`src/rtl/gpio_irq_pkg.sv`:
```
package gpio_irq_pkg;

  localparam int unsigned BUS_W = 32;
  localparam logic [BUS_W-1:0] BLOCK_VERSION = 32'd3;

  // register slot = bus_addr[5:2]; the bus decode depends on these slots
  typedef enum logic [3:0] {
    SLOT_LEVEL  = 4'd0,
    SLOT_DIR    = 4'd1,
    SLOT_ENA    = 4'd2,
    SLOT_RAW    = 4'd3,
    SLOT_PEND   = 4'd4,
    SLOT_ACK    = 4'd5,
    SLOT_KIND   = 4'd6,
    SLOT_POL    = 4'd7,
    SLOT_VER    = 4'd8,
    SLOT_ANY    = 4'd9
  } reg_slot_e;

  // trigger decision for one pin
  function automatic logic trig_hit(logic now_v, logic was_v,
                                    logic edge_mode, logic pol, logic any_tr);
    logic hit;
    if (!edge_mode)  hit = pol ? now_v : ~now_v;
    else if (any_tr) hit = now_v ^ was_v;
    else             hit = pol ? (now_v & ~was_v) : (~now_v & was_v);
    return hit;
  endfunction

endpackage

```
`src/rtl/gpio_irq_sync.sv`:
```
module gpio_irq_sync #(
  parameter int W      = 32,
  parameter int STAGES = 2
) (
  input  logic         clk,
  input  logic         rst_n,
  input  logic [W-1:0] d,
  output logic [W-1:0] q
);
  logic [STAGES-1:0][W-1:0] chain;

  always_ff @(posedge clk or negedge rst_n) begin
    if (!rst_n) begin
      chain <= '0;
    end else begin
      chain[0] <= d;
      for (int k = 1; k < STAGES; k++) chain[k] <= chain[k-1];
    end
  end

  assign q = chain[STAGES-1];
endmodule

```
`src/rtl/gpio_irq_detect.sv`:
```
module gpio_irq_detect import gpio_irq_pkg::*; #(
  parameter int W = 32
) (
  input  logic         clk,
  input  logic         rst_n,
  input  logic [W-1:0] lvl,
  input  logic [W-1:0] edge_mode,
  input  logic [W-1:0] pol,
  input  logic [W-1:0] any_tr,
  output logic [W-1:0] evt
);
  logic [W-1:0] lvl_prev;

  always_ff @(posedge clk or negedge rst_n) begin
    if (!rst_n) lvl_prev <= '0;
    else        lvl_prev <= lvl;
  end

  for (genvar i = 0; i < W; i++) begin : g_pin
    assign evt[i] = trig_hit(lvl[i], lvl_prev[i], edge_mode[i], pol[i], any_tr[i]);
  end

  // single-polarity edge triggers cannot fire on two consecutive cycles
  assert_edge_single_R5: assert property (@(posedge clk) disable iff (!rst_n)
    ((evt & $past(evt) & edge_mode & ~any_tr & $past(edge_mode & ~any_tr)) == '0));
endmodule

```
`src/rtl/gpio_irq_unit.sv`:
```
module gpio_irq_unit import gpio_irq_pkg::*; #(
  parameter int NPINS       = 32,
  parameter int SYNC_STAGES = 2
) (
  input  logic              clk,
  input  logic              rst_n,
  input  logic              bus_sel,
  input  logic              bus_we,
  input  logic [5:0]        bus_addr,
  input  logic [31:0]       bus_wdata,
  output logic [31:0]       bus_rdata,
  input  logic [NPINS-1:0]  pin_in,
  output logic [NPINS-1:0]  pin_out,
  output logic [NPINS-1:0]  pin_oe,
  output logic              irq
);
  logic [NPINS-1:0] out_q, dir_q, ena_q, kind_q, pol_q, any_q, raw_q;
  logic [NPINS-1:0] lvl_sync, evt, ack_mask, pending, wdat, rd_field;
  logic [3:0]       slot;
  logic             word_ok, wr_hit;

  assign word_ok = (bus_addr[1:0] == 2'b00);
  assign slot    = bus_addr[5:2];
  assign wr_hit  = bus_sel & bus_we & word_ok;
  assign wdat    = bus_wdata[NPINS-1:0];

  gpio_irq_sync #(.W(NPINS), .STAGES(SYNC_STAGES)) u_sync (
    .clk(clk), .rst_n(rst_n), .d(pin_in), .q(lvl_sync));

  gpio_irq_detect #(.W(NPINS)) u_detect (
    .clk(clk), .rst_n(rst_n), .lvl(lvl_sync), .edge_mode(kind_q),
    .pol(pol_q), .any_tr(any_q), .evt(evt));

  assign ack_mask = (wr_hit && slot == SLOT_ACK) ? wdat : '0;

  always_ff @(posedge clk or negedge rst_n) begin
    if (!rst_n) begin
      out_q  <= '0;
      dir_q  <= '1;
      ena_q  <= '0;
      kind_q <= '0;
      pol_q  <= '0;
      any_q  <= '0;
      raw_q  <= '0;
    end else begin
      if (wr_hit) begin
        case (slot)
          SLOT_LEVEL: out_q  <= wdat;
          SLOT_DIR:   dir_q  <= wdat;
          SLOT_ENA:   ena_q  <= wdat;
          SLOT_KIND:  kind_q <= wdat;
          SLOT_POL:   pol_q  <= wdat;
          SLOT_ANY:   any_q  <= wdat;
          default: ;
        endcase
      end
      // a fresh event outranks a clear of the same bit
      raw_q <= (raw_q & ~ack_mask) | evt;
    end
  end

  assign pending = raw_q & ena_q;
  assign irq     = |pending;
  assign pin_out = out_q;
  assign pin_oe  = ~dir_q;

  always_comb begin
    case (slot)
      SLOT_LEVEL: rd_field = (dir_q & lvl_sync) | (~dir_q & out_q);
      SLOT_DIR:   rd_field = dir_q;
      SLOT_ENA:   rd_field = ena_q;
      SLOT_RAW:   rd_field = raw_q;
      SLOT_PEND:  rd_field = pending;
      SLOT_KIND:  rd_field = kind_q;
      SLOT_POL:   rd_field = pol_q;
      SLOT_ANY:   rd_field = any_q;
      default:    rd_field = '0;
    endcase
  end

  always_comb begin
    bus_rdata = '0;
    if (word_ok) begin
      if (slot == SLOT_VER) bus_rdata = BLOCK_VERSION;
      else                  bus_rdata[NPINS-1:0] = rd_field;
    end
  end

  assert_clear_R7: assert property (@(posedge clk) disable iff (!rst_n)
    (|(ack_mask & ~evt)) |=> ((raw_q & $past(ack_mask & ~evt)) == '0));

  assert_hold_R7: assert property (@(posedge clk) disable iff (!rst_n)
    (ack_mask == '0) |=> (($past(raw_q) & ~raw_q) == '0));

  assert_event_wins_R9: assert property (@(posedge clk) disable iff (!rst_n)
    (|evt) |=> ((raw_q & $past(evt)) == $past(evt)));

  assert_irq_quiet_R8: assert property (@(posedge clk) disable iff (!rst_n)
    (ena_q == '0) |-> !irq);
endmodule

```
`config.mk`:
```
export PLATFORM = sky130hd
export DESIGN_NAME = gpio_irq_unit
export DESIGN_NICKNAME = d
export VERILOG_FILES = /design/src/rtl/gpio_irq_pkg.sv /design/src/rtl/gpio_irq_sync.sv /design/src/rtl/gpio_irq_detect.sv /design/src/rtl/gpio_irq_unit.sv
export SDC_FILE = /design/constraint.sdc
export NUM_CORES = 1
export LEC_CHECK = 0
export BUFFER_PORTS_ARGS = -buffer_cell sky130_fd_sc_hd__buf_2
export CAP_MARGIN = 25
export CORE_MARGIN = 5
export CORE_UTILIZATION = 30
export DETAILED_ROUTE_END_ITERATION = 6
export PLACE_DENSITY_LB_ADDON = 0.3
export SLEW_MARGIN = 25
export SYNTH_ARGS = -nofsm -noshare
export SYNTH_HDL_FRONTEND = slang
export SYNTH_HIERARCHICAL = 1
export SYNTH_SLANG_ARGS = --single-unit
export TNS_END_PERCENT = 5
```
`constraint.sdc`:
```
create_clock -name clk -period 1.53 [get_ports clk]
set_input_delay 0.153 -clock clk [delete_from_list [all_inputs] [get_ports clk]]
set_output_delay 0.153 -clock clk [all_outputs]
set_load 0.02 [all_outputs]
```
[Word-level counts from Yosys, hierarchy flattened]
Index checks and enable logic that the tools add are counted.
Operators by class
  equal/unequal tests: 9
  mux-type cells: 132
  bitwise logic cells: 170
  reductions and logical operators: 10
Operators with widths (count)
  $pmux 32 s8: 1
  $and 32x32->32: 4
  $mux 1: 128
  $mux 32: 3
  $and 1x1->1: 66
  $not 1->1: 64
  $not 32->32: 2
  $or 32x32->32: 2
  $reduce_or 32->1: 1
  $xor 1x1->1: 32
  $eq 4x3->1 const B: 4
  $reduce_and 2->1: 6
  $eq 4x2->1 const B: 2
  $eq 4x4->1 const B: 2
  $eq 4x1->1 const B: 1
  $logic_not 4->1: 1
  $logic_not 2->1: 1
  $logic_and 1x1->1: 1
Storage, ports and cells
  register bits: 320
  input bits: 74
  output and inout port bits: 97
  word-level logic and storage cells: 331

[Logic depth before layout (Yosys ltp)]
  depth after elaboration: 7
  mapped depth: 8
  depth with buffers taken out: 6

[Cells and area by module]
Netlist, hierarchy kept.
Modules (own cells, without submodules)
  gpio_irq_unit: times used 1, cells each 911, area an instance 11111.9 um^2, sequential area each 5645.4 um^2
  gpio_irq_detect: times used 1, cells each 320, area an instance 3283.1 um^2, sequential area each 800.8 um^2
  gpio_irq_sync: times used 1, cells each 96, area an instance 1841.8 um^2, sequential area each 1601.5 um^2

[Worst setup path after synthesis]
Ideal clock, no wire load.
  kind: register to output
  from: reg out_q[19], in the netlist pin_out[19]
  to: out bus_rdata[19]
  arrival: 1.690 ns
  required time: 1.377 ns
  setup slack: -0.313 ns
  stages on the path, launching flop included: 5
  buffers on the path: 0
  path through: dfrtp_1 or3b_2 a21oi_1 a311oi_1 o31ai_1
Between the ends
  longest elaborated chain between the ends: 5
RTL lines
  start: declaration: RTL line gpio_irq_unit.sv:17  | logic [NPINS-1:0] out_q, dir_q, ena_q, kind_q, pol_q, any_q, raw_q;
  start signal: assignment: RTL line gpio_irq_unit.sv:48  | SLOT_LEVEL: out_q <= wdat;
  $and 32x32->32: RTL line gpio_irq_unit.sv:69  | SLOT_LEVEL: rd_field = (dir_q & lvl_sync) | (~dir_q & out_q);
  $or 32x32->32: RTL line gpio_irq_unit.sv:69
  $pmux 32 s8: RTL line gpio_irq_unit.sv:68  | case (slot)
  $mux 32: RTL line gpio_irq_unit.sv:84  | if (slot == SLOT_VER) bus_rdata = BLOCK_VERSION;
  $mux 32: RTL line gpio_irq_unit.sv:83  | if (word_ok) begin
  end: declaration: RTL line gpio_irq_unit.sv:11  | output logic [31:0] bus_rdata,
Every way passes these cells.

[Worst setup path in the final report]
  from: reg dir_q[10]
  to: out bus_rdata[10]
Between the ends
  longest elaborated chain between the ends: 6
  elaborated cells between the ends (all ways): 7
  classes of those cells: mux: 3; bitwise: 4
RTL lines
  start: declaration: RTL line gpio_irq_unit.sv:17
  start signal: assignment: RTL line gpio_irq_unit.sv:49  | SLOT_DIR: dir_q <= wdat;
  $not 32->32: RTL line gpio_irq_unit.sv:69
  $and 32x32->32: RTL line gpio_irq_unit.sv:69
  $or 32x32->32: RTL line gpio_irq_unit.sv:69
  $pmux 32 s8 (*): RTL line gpio_irq_unit.sv:68
  $mux 32 (*): RTL line gpio_irq_unit.sv:84
  $mux 32 (*): RTL line gpio_irq_unit.sv:83
Mark *: on every way between the ends. The rest lies on a longest branch, timed or not.

==> impl_metrics.yaml <==
power_and_ir_drop:
  ir_drop_v: 0.000667
  swShare: 0.268
  p_seq_frac: 0.430
  internal_power_uw: 16400
  p_leak_uw: 0.0103
  power.switching_uw: 6000
  p_comb_frac: 0.152
  power-per-cell-area_mw_per_mm2: 1010
  pwr-share-clk: 0.419
floorplanning:
  core_area_mm2: 0.0537
  die_area_mm2: 0.0589
  rows: 85
  start_util: 0.302
  die_x_um: 243
  dieHeight_um: 243
  ios: 171
sta:
  setup_viol: 44
  worst_slew_pin_slew_ns: 0.452
  final_max_slew_viol_count: 0
  setup_ws_ns: -0.768
  rsz0062_at_grt: "true"
  relSlewSlack: 0.697
  hold_violations: 0
  min_period_ns: 2.30
  finClkSkew_ns: 0.0132
  fmax_ghz: 0.435
  holdWs_ns: 0.0379
  finalCritPeriodShare: 1.50
clock_tree:
  cts_setup_buffers: 0
  cts_tree: "done"
  numCtsBuffers: 39
  clk_latency_ns: 0.57
  clock_path_buffers: 3
  clk_pin_slew_ns: 0.06
  cts.htree.levels: 2
  clock-sinks: 320
  root_buffer: "clkbuf_16"
critical_path:
  path_cells: "mux2_4 -> a222oi_1 -> o22ai_2 -> buf_6"
  cp.required_ns: 1.38
  r2r_start: "u_sync/q[24]"
  critPathBufInv: 1
  crit_path_max_fanout: 2
  end_kind: "primary output"
  worstSetupStartpoint: "dir_q[10]"
  crit_type: "reg -> out"
  critPathArrivalTime_ns: 2.14
  cpPeakStageDelay_ns: 0.54
  cp_top_family: "compound AO/OA/AOI/OAI gates"
  start_kind: "flip-flop"
  slowest_stage: "dfstp_2"
synth:
  avgSynthCellArea_um2: 12.2
  synthDistinctLibCells: 67
  synth_edf_count: 0
  synth_nets: 1465
  synthCells: 1327
  yosys_register_bits: 320
  synthArstFlopShare: 1.00
  ys_warn_count: 6
  yosysSeqAreaShare: 0.496
  synthesis.area_mm2: 0.0162
  ys.flop_type: "dfrtp_1"
placed_design:
  dpl.hpwl_um: 38200
  portBuffers: 170
  pre_cts_ws_ns: -0.544
  gp_congestion: 0.875
detailed_routing:
  finalWirelength_um: 51500
  viasPerCell: 4.90
  via_count: 12200
  ant_nets: 0
  drc: 0
  wl_per_cell_um: 20.7
  drtPass1Iterations: 5
  drt_iter0_markers: 624
cells_and_area:
  diodes: 0
  drive_above_1_share: 0.501
  n_fill_cell: 5068
  layout.nets: 1900
  area_growth_pct: 36.8
  multiInputGateArea_mm2: 0.00765
  regArea_mm2: 0.00806
global_route:
  grt_overflow: 0
  grtUsageTotal: 0.171
  grt_pass1_vias: 13000
  grt_max_degree: 77
  grt_pass1_wl_um: 78900
  antenna_found_initial: 0
worst_hold_path:
  hold_path_class: "in -> async"
run:
  cap_violations: 0
outcome:
  status: "finished, violations left"
  violations: "negative setup slack"
==> cells in the final DEF (no fill, tap or decap), types with 34 or more instances in the layout <==
cell type | netlist | final
a21o_1 | 49 | 49
buf_2 | 30 | 137
buf_4 | 42 | 216
buf_6 | 7 | 38
clkbuf_16 | 0 | 39
dfrtp_1 | 288 | 275
dlygate4sd3_1 | 0 | 65
ha_1 | 64 | 63
inv_1 | 100 | 86
mux2_2 | 203 | 200
mux2_4 | 32 | 35
nand2_1 | 88 | 87
o21ai_1 | 32 | 34
==> cells in the mapped netlist (7+ instances only) <==
cell      count  area [um^2]
xor2_1       32          280
mux2i_1      19          190
a31oi_1      14         87.6
ha_1         64          801
buf_2        30          150
or3b_2        7         61.3
nand3_1      13         65.1
a32oi_1      10         87.6
nand2_1      88          330
a22oi_1      15          113
a21o_1       49          368
buf_6         7         78.8
clkbuf_1     11         41.3
dfrtp_1     288         7210
mux2_2      203         2290
nor2_1       17         63.8
mux2_4       32          480
buf_4        42          315
a22o_1       18          158
a222oi_1      9         90.1
o21ai_0      14         70.1
inv_1       100          375
a221oi_1     24          210
o211ai_2     32          400
a21oi_1      34          170
dfstp_2      32          841
o21ai_1      32          160
==> power by group through the flow <==
stage                     Clock, uW  Combinational, uW  Sequential (uW)
after global routing           9980               3670             9690
final                          9350               3390             9610
after floorplan                   0               1570             9670
after detailed placement          0               3110             9730
after global placement            0               3050             9700
after CTS                      9670               3330             9600
==> cell families after synthesis <==
family / count (synthesis) / synth area share
xor gates and xnor gates: 32 / 0.0173
buffers and inverters: 191 / 0.0594
and+or+nand+nor: 179 / 0.0581
muxes: 260 / 0.187
DFF: 320 / 0.496
AOI/OAI and AO/OA: 281 / 0.133
adders and majority gates: 64 / 0.0493
==> worst paths after layout <==
kind | endpoint | slack, ns | depth (start not counted)
min | pol_q[21] | 0.04 | 2
max reg2reg | raw_q[24] | 0.05 | 7
max | bus_rdata[10] | -0.77 | 4
min reg2reg | u_sync/q[30] | 0.34 | 0
min in group clk | u_sync/chain[7] | 0.22 | 2
max in group asynchronous | dir_q[22] | 0.74 | 3
==> stage by stage <==
stage	setup TNS, ns	instance area [um^2]	std cells	utilization	total power (uW)
finish	-19.73	22200	2489	0.414	22300
global route	-22.97	22200	2489	0.414	23300
CTS	-22.25	21900	2489	0.409	22600
detailed placement	-71.07	19700	2352	0.367	12800
global placement	-66.93	19700	2352	0.367	12800
floorplan	-2.98	16300	1327	-	11200
==> state kept, by name (all words and copies together) (netlist names) <==
signal,flops
any_q,32
dir_q,32
ena_q,32
kind_q,32
pin_out,32
pol_q,32
raw_q,32
u_detect/lvl_prev,32
u_sync/chain,32
u_sync/q,32
==> worst register-to-register path, stage by stage (launching register included) <==
cell and delay (ns):
dfrtp_1 0.40, buf_6 0.13, inv_1 0.04, ha_2 0.17, mux2_4 0.27, o211ai_2 0.14, o21ai_1 0.09, a21o_1 0.15
==> cell type report <==
class	instances	area share
Sequential cell	320	0.363
Inverter	100	0.0170
Multi-Input combinational cell	816	0.345
Timing Repair Buffer	485	0.178
Tap cell	696	0.0392
Clock buffer	53	0.0495
Clock inverter	19	0.00879
==> routing by layer <==
metal | vias up | track usage | share of wire
met2 | 273 | 0.282 | 0.47
li1 | 5656 | - | -
met5 | - | 0 | 0
met1 | 6153 | 0.227 | 0.45
met3 | 105 | 0.0292 | 0.044
met4 | 0 | 0.0656 | 0.038
==> timing repair <==
action,4_1_cts,5_1_grt
cloned,0,0
pin swaps,20,12
hold buffers,65,0
endpoints found under the hold margin,552,0
resized for setup,80,80
setup endpoints to repair,59,72
Note: power is estimated with default switching activity, not from simulation.
